$ cat config.mk
export PLATFORM = sky130hd
export DESIGN_NAME = dntimer_pwm
export DESIGN_NICKNAME = d
export VERILOG_FILES = /design/src/rtl/pwm_timer_pkg.sv /design/src/rtl/pwm_prescale.sv /design/src/rtl/pwm_regs.sv /design/src/rtl/pwm_channel.sv /design/src/rtl/dntimer_pwm.sv
export SDC_FILE = /design/constraint.sdc
export NUM_CORES = 1
export LEC_CHECK = 0
export BUFFER_PORTS_ARGS = -buffer_cell sky130_fd_sc_hd__buf_4
export CORE_MARGIN = 3
export CORE_UTILIZATION = 45
export CTS_BUF_LIST = sky130_fd_sc_hd__clkbuf_8 sky130_fd_sc_hd__clkbuf_16
export DETAILED_ROUTE_END_ITERATION = 10
export PLACE_DENSITY = 0.66
export SLEW_MARGIN = 20
export SYNTH_ARGS = -nofsm -noshare
export SYNTH_HDL_FRONTEND = slang
export SYNTH_SLANG_ARGS = --single-unit
$ cat constraint.sdc
create_clock -name clk -period 3.1 [get_ports clk]
set_input_delay 0 -clock clk [delete_from_list [all_inputs] [get_ports clk]]
set_output_delay 0 -clock clk [all_outputs]
set_load 0.005 [all_outputs]
$ cat src/rtl/pwm_timer_pkg.sv
package pwm_timer_pkg;

    // bit offsets inside one channel's control nibble
    localparam int CTL_RUN = 0;
    localparam int CTL_LD  = 1;
    localparam int CTL_INV = 2;
    localparam int CTL_ARL = 3;

    // register address map
    localparam int REG_CTRL  = 0;
    localparam int REG_DIV   = 1;
    localparam int REG_PRE   = 2;
    localparam int CH_BASE   = 4;
    localparam int CH_STRIDE = 4;
    localparam int OFS_CNT   = 0;
    localparam int OFS_CMP   = 1;
    localparam int OFS_OBS   = 2;

    typedef struct packed {
        logic arl;
        logic inv;
        logic ld;
        logic run;
    } chan_ctl_t;

    function automatic int ctl_base(input int n);
        return (n == 0) ? 0 : 4 * n + 4;
    endfunction

    function automatic int ctl_width(input int nch);
        return (nch == 1) ? 4 : 4 * nch + 4;
    endfunction

    function automatic logic [31:0] ctl_mask(input int nch);
        logic [31:0] m;
        m = '0;
        for (int n = 0; n < nch; n++) begin
            m = m | (32'hF << ctl_base(n));
        end
        return m;
    endfunction

    // divide-by-2^(sel+1) tap mask over the free-running divider
    function automatic logic [3:0] tap_mask(input logic [1:0] sel);
        case (sel)
            2'd0:    return 4'b0001;
            2'd1:    return 4'b0011;
            2'd2:    return 4'b0111;
            default: return 4'b1111;
        endcase
    endfunction

endpackage

$ cat src/rtl/pwm_prescale.sv
module pwm_prescale
    import pwm_timer_pkg::*;
#(
    parameter int PW = 8
) (
    input  logic          clk,
    input  logic          rst,
    input  logic [PW-1:0] pre_q,
    output logic          pre_tick,
    output logic [3:0]    div_cnt
);

    logic [PW-1:0] pre_cnt;

    assign pre_tick = (pre_cnt >= pre_q);

    always_ff @(posedge clk) begin
        if (rst) begin
            pre_cnt <= '0;
            div_cnt <= '0;
        end else if (pre_tick) begin
            pre_cnt <= '0;
            div_cnt <= div_cnt + 4'd1;
        end else begin
            pre_cnt <= pre_cnt + PW'(1);
        end
    end

endmodule

$ cat src/rtl/pwm_regs.sv
module pwm_regs
    import pwm_timer_pkg::*;
#(
    parameter int NCH    = 3,
    parameter int CW     = 16,
    parameter int AW     = 8,
    parameter int DW     = 32,
    parameter int PW     = 8,
    parameter int CTRL_W = 16
) (
    input  logic                    clk,
    input  logic                    rst,
    input  logic                    wr_en,
    input  logic [AW-1:0]           wr_addr,
    input  logic [DW-1:0]           wr_data,
    input  logic [AW-1:0]           rd_addr,
    output logic [DW-1:0]           rd_data,
    input  logic [NCH-1:0][CW-1:0]  act_cnt,
    output logic [CTRL_W-1:0]       ctrl_q,
    output logic [2*NCH-1:0]        div_q,
    output logic [PW-1:0]           pre_q,
    output logic [NCH-1:0][CW-1:0]  cnt_buf,
    output logic [NCH-1:0][CW-1:0]  cmp_buf
);

    localparam logic [31:0]       FULL_MASK = ctl_mask(NCH);
    localparam logic [CTRL_W-1:0] CTRL_MASK = FULL_MASK[CTRL_W-1:0];

    logic unused_wdata;
    assign unused_wdata = ^wr_data;

    always_ff @(posedge clk) begin
        if (rst) begin
            ctrl_q  <= '0;
            div_q   <= '0;
            pre_q   <= '0;
            cnt_buf <= '0;
            cmp_buf <= '0;
        end else if (wr_en) begin
            if (wr_addr == AW'(REG_CTRL)) ctrl_q <= wr_data[CTRL_W-1:0] & CTRL_MASK;
            if (wr_addr == AW'(REG_DIV))  div_q  <= wr_data[2*NCH-1:0];
            if (wr_addr == AW'(REG_PRE))  pre_q  <= wr_data[PW-1:0];
            for (int i = 0; i < NCH; i++) begin
                if (wr_addr == AW'(CH_BASE + CH_STRIDE * i + OFS_CNT))
                    cnt_buf[i] <= wr_data[CW-1:0];
                if (wr_addr == AW'(CH_BASE + CH_STRIDE * i + OFS_CMP))
                    cmp_buf[i] <= wr_data[CW-1:0];
            end
        end
    end

    always_comb begin
        rd_data = '0;
        if (rd_addr == AW'(REG_CTRL)) rd_data = DW'(ctrl_q);
        if (rd_addr == AW'(REG_DIV))  rd_data = DW'(div_q);
        if (rd_addr == AW'(REG_PRE))  rd_data = DW'(pre_q);
        for (int i = 0; i < NCH; i++) begin
            if (rd_addr == AW'(CH_BASE + CH_STRIDE * i + OFS_CNT)) rd_data = DW'(cnt_buf[i]);
            if (rd_addr == AW'(CH_BASE + CH_STRIDE * i + OFS_CMP)) rd_data = DW'(cmp_buf[i]);
            if (rd_addr == AW'(CH_BASE + CH_STRIDE * i + OFS_OBS)) rd_data = DW'(act_cnt[i]);
        end
    end

endmodule

$ cat src/rtl/pwm_channel.sv
module pwm_channel
    import pwm_timer_pkg::*;
#(
    parameter int CW = 16
) (
    input  logic          clk,
    input  logic          rst,
    input  logic          tick,
    input  chan_ctl_t     ctl,
    input  logic [CW-1:0] cnt_buf,
    input  logic [CW-1:0] cmp_buf,
    output logic [CW-1:0] act_cnt,
    output logic          pin
);

    logic [CW-1:0] act_cmp;
    logic [CW-1:0] next_cnt;
    logic          raw;
    logic          hit;

    assign next_cnt = act_cnt - CW'(1);
    // match is only tested on the freshly decremented value
    assign hit      = (next_cnt == act_cmp) && (act_cmp != '0);
    assign pin      = raw ^ ctl.inv;

    always_ff @(posedge clk) begin
        if (rst) begin
            act_cnt <= '0;
            act_cmp <= '0;
            raw     <= 1'b0;
        end else if (ctl.ld) begin
            act_cnt <= cnt_buf;
            act_cmp <= cmp_buf;
            raw     <= 1'b0;
        end else if (ctl.run && tick) begin
            if (act_cnt == '0) begin
                if (ctl.arl) begin
                    act_cnt <= cnt_buf;
                    act_cmp <= cmp_buf;
                    raw     <= 1'b0;
                end
            end else begin
                act_cnt <= next_cnt;
                if (hit) raw <= 1'b1;
            end
        end
    end

endmodule

$ cat src/rtl/dntimer_pwm.sv
module dntimer_pwm
    import pwm_timer_pkg::*;
#(
    parameter int NCH = 3,
    parameter int CW  = 16,
    parameter int AW  = 8,
    parameter int DW  = 32,
    parameter int PW  = 8
) (
    input  logic           clk,
    input  logic           rst,
    input  logic           wr_en,
    input  logic [AW-1:0]  wr_addr,
    input  logic [DW-1:0]  wr_data,
    input  logic [AW-1:0]  rd_addr,
    output logic [DW-1:0]  rd_data,
    output logic [NCH-1:0] pwm_o
);

    localparam int CTRL_W = ctl_width(NCH);

    logic [CTRL_W-1:0]      ctrl_q;
    logic [2*NCH-1:0]       div_q;
    logic [PW-1:0]          pre_q;
    logic [NCH-1:0][CW-1:0] cnt_buf;
    logic [NCH-1:0][CW-1:0] cmp_buf;
    logic [NCH-1:0][CW-1:0] act_cnt;
    logic                   pre_tick;
    logic [3:0]             div_cnt;

    pwm_regs #(
        .NCH(NCH), .CW(CW), .AW(AW), .DW(DW), .PW(PW), .CTRL_W(CTRL_W)
    ) u_regs (
        .clk     (clk),
        .rst     (rst),
        .wr_en   (wr_en),
        .wr_addr (wr_addr),
        .wr_data (wr_data),
        .rd_addr (rd_addr),
        .rd_data (rd_data),
        .act_cnt (act_cnt),
        .ctrl_q  (ctrl_q),
        .div_q   (div_q),
        .pre_q   (pre_q),
        .cnt_buf (cnt_buf),
        .cmp_buf (cmp_buf)
    );

    pwm_prescale #(.PW(PW)) u_pre (
        .clk      (clk),
        .rst      (rst),
        .pre_q    (pre_q),
        .pre_tick (pre_tick),
        .div_cnt  (div_cnt)
    );

    for (genvar i = 0; i < NCH; i++) begin : g_ch
        localparam int B = ctl_base(i);
        chan_ctl_t ctl;
        logic      tick;

        assign ctl  = chan_ctl_t'(ctrl_q[B +: 4]);
        assign tick = pre_tick && (&(div_cnt | ~tap_mask(div_q[2*i +: 2])));

        pwm_channel #(.CW(CW)) u_ch (
            .clk     (clk),
            .rst     (rst),
            .tick    (tick),
            .ctl     (ctl),
            .cnt_buf (cnt_buf[i]),
            .cmp_buf (cmp_buf[i]),
            .act_cnt (act_cnt[i]),
            .pin     (pwm_o[i])
        );
    end

endmodule

After elaboration in Yosys (flattened, before gate mapping)
Index checks and enable logic that the tools add are counted.
Widths: inputs -> output; s select.
{"block": "totals", "output_inout_bits": 35, "ff_bits": 233}
{"block": "classes", "reduce_logical": 57, "n_eq_ne": 34, "add_sub_neg": 5, "magnitude_cmp": 1, "mux": 48, "bitwise": 9}
{"op": "$mux 16", "count": 36}
{"op": "$eq 8x4->1 const B", "count": 10}
{"op": "$eq 16x16->1", "count": 3}
{"op": "$logic_not 16->1", "count": 3}
{"op": "$reduce_bool 16->1", "count": 3}
{"op": "$sub 16x1->16 const B", "count": 3}
{"op": "$eq 8x3->1 const B", "count": 5}
{"op": "$pmux 4 s3", "count": 3}
{"op": "$reduce_and 2->1", "count": 12}
{"op": "$reduce_bool 2->1", "count": 12}
{"op": "$reduce_and 3->1", "count": 6}
{"op": "$eq 8x1->1 const B", "count": 2}
{"op": "$eq 8x2->1 const B", "count": 2}
{"op": "$logic_not 8->1", "count": 2}
{"op": "$not 4->4", "count": 3}
{"op": "$or 4x4->4", "count": 3}
{"op": "$reduce_and 4->1", "count": 3}
{"op": "$logic_and 1x1->1", "count": 9}
{"op": "$mux 1", "count": 9}
{"op": "$ne 3x3->1 const B", "count": 3}
{"op": "$add 8x1->8 const B", "count": 1}
{"op": "$ge 8x8->1", "count": 1}
{"op": "$reduce_or 2->1", "count": 4}
{"op": "$eq 2x1->1 const B", "count": 3}
{"op": "5 further kinds", "count": 13}

Longest topological paths before layout
{"block": "logic_depth", "word_depth": 13, "mapped_depth": 12, "depth_no_buf": 8}

Hierarchy
From an unflattened synthesis, not the netlist that was laid out.
{"block": "unflattened", "cells_unflattened": 1648, "area_unflattened_um2": 13618.1}
{"mod": "pwm_regs", "cells_per_inst": 753, "area_per_inst_um2": 6304.8, "seq_area_each_um2": 2442.3, "n_inst": 1}
{"mod": "pwm_channel at g_ch[0].u_ch ...", "cells_per_inst": 262, "area_per_inst_um2": 2133.3, "seq_area_each_um2": 660.6, "n_inst": 2}
{"mod": "pwm_channel at g_ch[2].u_ch", "cells_per_inst": 284, "area_per_inst_um2": 2250.9, "seq_area_each_um2": 660.6, "n_inst": 1}
{"mod": "pwm_prescale", "cells_per_inst": 76, "area_per_inst_um2": 735.7, "seq_area_each_um2": 240.2, "n_inst": 1}
{"mod": "dntimer_pwm", "cells_per_inst": 11, "area_per_inst_um2": 60.1, "seq_area_each_um2": 0.0, "n_inst": 1}

Worst setup path before layout
OpenSTA, ideal clock, no wires.
{"block": "synth_timing", "path_type": "register to register", "from": "register g_ch[1].u_ch.act_cnt[0]", "to": "register g_ch[1].u_ch.act_cnt[12]", "stages_incl_launch_ff": 10, "required_ps": 2988, "arrival_ps": 2494, "setup_ps": 112, "setup_slack_ps": 494, "path_buffers": 2, "path_cell_list": "dfxtp_1 > clkbuf_1 > inv_1 > ha_1 > clkbuf_1 > or4b_2 > or3b_2 > nand2_1 > a21oi_1 > a2111oi_1"}
{"block": "synth_via", "elab_chain_cells": 4, "word_cells_on_any_way": 7}
{"item": "from (decl)", "line_no": "pwm_channel.sv:12", "source": "output logic [CW-1:0] act_cnt,"}
{"item": "from (signal assigned)", "line_no": "pwm_channel.sv:32", "source": "act_cnt <= cnt_buf;"}
{"item": "from (signal assigned)", "line_no": "pwm_channel.sv:38", "source": "act_cnt <= cnt_buf;"}
{"item": "from (signal assigned)", "line_no": "pwm_channel.sv:43", "source": "act_cnt <= next_cnt;"}
{"item": "$sub 16x1->16 / $logic_not 16->1 (equally long branches)", "line_no": "pwm_channel.sv:21, pwm_channel.sv:36"}
{"item": "$mux 16", "line_no": "pwm_channel.sv:36", "source": "if (act_cnt == '0) begin"}
{"item": "$mux 16", "line_no": "pwm_channel.sv:35", "source": "end else if (ctl.run && tick) begin"}
{"item": "$mux 16", "line_no": "pwm_channel.sv:31", "source": "end else if (ctl.ld) begin"}
Parallel ways exist; a longest one is shown, timed or not. The select of a mux whose other input is x is not followed.
A chain may end at the register's enable or synchronous reset.

Final worst setup path
{"block": "layout_timing", "from": "register g_ch[1].u_ch.act_cnt[0]", "to": "register g_ch[1].u_ch.raw"}
{"block": "layout_via", "elab_chain_cells": 5, "word_cells_on_any_way": 8}
{"item": "$sub 16x1->16", "line_no": "pwm_channel.sv:21", "source": "assign next_cnt = act_cnt - CW'(1);"}
{"item": "$eq 16x16->1", "line_no": "pwm_channel.sv:23", "source": "assign hit = (next_cnt == act_cmp) && (act_cmp != '0);"}
{"item": "$logic_and 1x1->1", "line_no": "pwm_channel.sv:23"}
{"item": "$reduce_bool 2->1 (no line)"}
{"item": "$reduce_and 3->1 (no line)"}
{"item": "to (signal assigned)", "line_no": "pwm_channel.sv:30", "source": "raw <= 1'b0;"}
{"item": "to (signal assigned)", "line_no": "pwm_channel.sv:34", "source": "raw <= 1'b0;"}
{"item": "to (signal assigned)", "line_no": "pwm_channel.sv:40", "source": "raw <= 1'b0;"}
{"item": "to (decl)", "line_no": "pwm_channel.sv:18", "source": "logic raw;"}
Parallel ways exist; a longest one is shown, timed or not.

==> impl_metrics.tcl <==
set metrics [dict create \
    netlist.top_cell.by_area "dfxtp_1" \
    drtPass1Iterations 6 \
    antenna_violating_nets_post_route 0 \
    r2r_slack_ns 0.29 \
    worst_setup_path_start_kind "register" \
    sequentialPowerShare_pct 45.1 \
    comb_power_share_pct 5.8 \
    path_class "register to register" \
    end_kind "register" \
    mostFrequentLayoutCell "dfxtp_1" \
    overflow 0 \
    avgSynthCellArea_um2 8.114 \
    grt_start_max_net_pins 100 \
    start_util_pct 45.82 \
    final_critical_path_setup_slack_ns 0.2911 \
    slew-limit-headroom_pct 25.99 \
    min_path_type "primary input to register" \
    fp.dieW_um 179.9 \
    numCtsBuffers 27 \
    detailedPlacementHpwl_mm 35.41 \
    place_inst 2053 \
    final_max_slew_viol_count 0 \
    async_flop_share_pct 0 \
    grt_pass1_wl_mm 73.95 \
    route.final.wire_length_mm 48.31 \
    groute.usage.overall_pct 28.40 \
    ys_top_cells_by_area "dfxtp_1 (34%), mux2i_1 (12%), nor2_1 (6.4%), a21oi_1 (4.2%), nand2_1 (3.3%)" \
    max_freq_mhz 356.0 \
    instances_no_fill 2117 \
    critical_path_buf_inv_count 1 \
    worst_path_dominant_cell_family "simple AND/OR/NAND/NOR gates" \
    drv_cap 0 \
    antenna_found_initial 1 \
    total_die_area_mm2 0.03238 \
    core_area_mm2 0.02972 \
    number_of_enable_flip_flop_cells_after_synthesis 0 \
    pre_cts_ws_ns 0.2270 \
    setup_repair_after_global_routing_missed_its_margin "no" \
    chipHeight_um 179.9 \
    max-vdd-ir-drop_mv 0.4252 \
    proportion_of_layout_cells_with_a_drive_suffix_above_1_pct 12.74 \
    worst_pin_slew_ns 1.106 \
    dr.first_iter.drc_count 1533 \
    clock-sinks 233 \
    synthDominantCellAreaShare_pct 34.26 \
    synthesis.instances 1678 \
    rows 63 \
    synth-warning-count 0 \
    placement.io_buffers 53 \
    cells_along_the_critical_path "inv_1, ha_1, or4b_2, nor3_1, xor2_1, a2111oi_0, nand4_1, o21ai_0" \
    layout_common_cells "dfxtp_1 (233), nor2_1 (231), mux2i_1 (158)" \
    reg2reg_depth 8 \
    p_sw_mw 1.581 \
    route.vias.total 13380 \
    min_clock_period_post_route_ns 2.809 \
    yosys_most_used_dff "dfxtp_1" \
    tritoncts "yes" \
    power_frac_clock_pct 49.1 \
    power.leakage_nw 6.148 \
    floorplan.io_pins 86 \
    cpPeakStageDelay_ns 0.65 \
    post_drt_via_cell_ratio 6.319 \
    whs_path_depth 5 \
    first_global_vias 12670 \
    critical_path_peak_fanout 10 \
    intPower_mw 5.101 \
    required_ns 3.56 \
    synth_sequential_area_ratio_pct 34.26 \
    nNetsFinal 1776 \
    power_per_cell_area_mw_per_mm2 429.5 \
    route.detailed.drc 0 \
    timing.final.setup_violations 0 \
    gp_congestion 0.9699 \
    worst_clock_skew_ns 0.01356 \
    cpMaxStageDelayCell "or4b_2" \
    post-route-period-util_pct 90.61 \
    cts.htree.levels 1 \
    critPathArrivalTime_ns 3.27 \
    netSwitchingFraction_pct 23.66 \
    hold_violation_total_from_the_final_report 0 \
    synth_cell_type_count 90 \
    worst_skew_pair.late_latency_ns 0.54 \
    clock_pin_slew_on_the_worst_setup_and_hold_paths_ns 0.07 \
    clock_tree.buffer_depth 3 \
    ys_ff_latch 233 \
    netlist_area_mm2 0.01362 \
    clock-root-buffer "clkbuf_16" \
    areaGrowthSynthToFinish_pct 14.26 \
    worst-path-stages 8 \
    wire_per_inst_um 22.82 \
    antenna_cells_inserted 0 \
    status "finished clean" \
    setup_tns_ns 0 \
]
==> metal layers <==
| metal | part of all wire [%] | track usage [%] |
|---|---|---|
| met5 | 0.054 | 0 |
| met4 | 4.3 | 11.11 |
| met3 | 9.6 | 6.637 |
| met2 | 43 | 44.07 |
| met1 | 43 | 38.36 |
==> state kept, by name (all words and copies together) (netlist names) <==
signal / flops
u_regs.ctrl_q: 12
u_pre.div_cnt: 4
u_regs.pre_q: 8
g_ch.u_ch.raw: 3
u_pre.pre_cnt: 8
g_ch.u_ch.act_cnt: 48
u_regs.cmp_buf: 48
u_regs.cnt_buf: 48
u_regs.div_q: 6
g_ch.u_ch.act_cmp: 48
==> final cells by class <==
class                           count  area [um2]
Fill cell                        2825       14160
Multi-Input combinational cell   1268        8207
Sequential cell                   233        4664
Timing Repair Buffer              141        1155
Clock buffer                       30       716.9
Tap cell                          390       488.0
Clock inverter                     17       183.9
Inverter                           38       142.6
==> synthesized netlist by cell type (all sizes together) (11+ instances only) <==
cell type / count
dfxtp: 233
nor2: 233
mux2i: 158
nand2: 120
a21oi: 116
clkbuf: 101
o21ai: 77
buf: 53
nand3: 52
xor2: 41
xnor2: 38
inv: 37
nor4: 33
nor3: 32
a31oi: 28
o211ai: 21
nand4: 17
ha: 16
o22ai: 15
or4: 14
a211oi: 13
a221oi: 13
nor2b: 12
a22oi: 11
==> metrics by stage <==
stage               instance area, um2  utilization [%]  total power [mW]  hold slack, ns
finish                           15560            52.35             6.682         0.03637
global route                     15560            52.35             6.864         0.06065
CTS                              15560            52.35             6.712         0.01933
detailed placement               14490            48.75             3.439          0.3383
global placement                 14490            48.75             3.435          0.3280
floorplan                        13670                -             3.297          0.1439
==> path summary, 6_finish.rpt <==
| path | to | start |
|---|---|---|
| setup / recovery | g_ch[1].u_ch.raw | g_ch[1].u_ch.act_cnt[0] |
| setup reg to reg | g_ch[1].u_ch.raw | g_ch[1].u_ch.act_cnt[0] |
| hold reg to reg | u_regs.ctrl_q[0] | u_regs.ctrl_q[0] |
| hold / removal | u_regs.div_q[2] | wr_addr[2] |
==> kinds of logic (layout without fill, tap and decap cells) <==
group | after synthesis | count (layout) | share of synthesized area [%]
simple gates | 585 | 585 | 20.63
compound gates | 405 | 405 | 19.97
fa+ha+maj | 16 | 16 | 1.470
other cells | 1 | 16 | 0.02754
mux | 167 | 167 | 12.36
xor+xnor | 79 | 79 | 5.082
flops | 233 | 233 | 34.26
buf+inv | 192 | 226 | 6.203
==> timing repair <==
action,4_1_cts,5_1_grt
setup buffers,0,0
hold buffers,17,0
setup endpoints to repair,0,2
endpoints found under the hold margin,143,0
gates resized for setup,0,1
==> worst min-delay path: cells and delay by family <==
kind	cells	cell delay [ns]
buf+inv	2	0.29
mux	1	0.12
simple gates	2	0.12
==> power by group through the flow <==
| stage | clock network (mW) | logic (mW) | registers [mW] |
|---|---|---|---|
| floorplan | 0 | 0.225 | 3.07 |
| global placement | 0 | 0.357 | 3.08 |
| detailed placement | 0 | 0.360 | 3.08 |
| CTS | 3.32 | 0.379 | 3.01 |
| global route | 3.44 | 0.413 | 3.01 |
| finish | 3.28 | 0.389 | 3.01 |
Power figures use the tool's default switching activity.
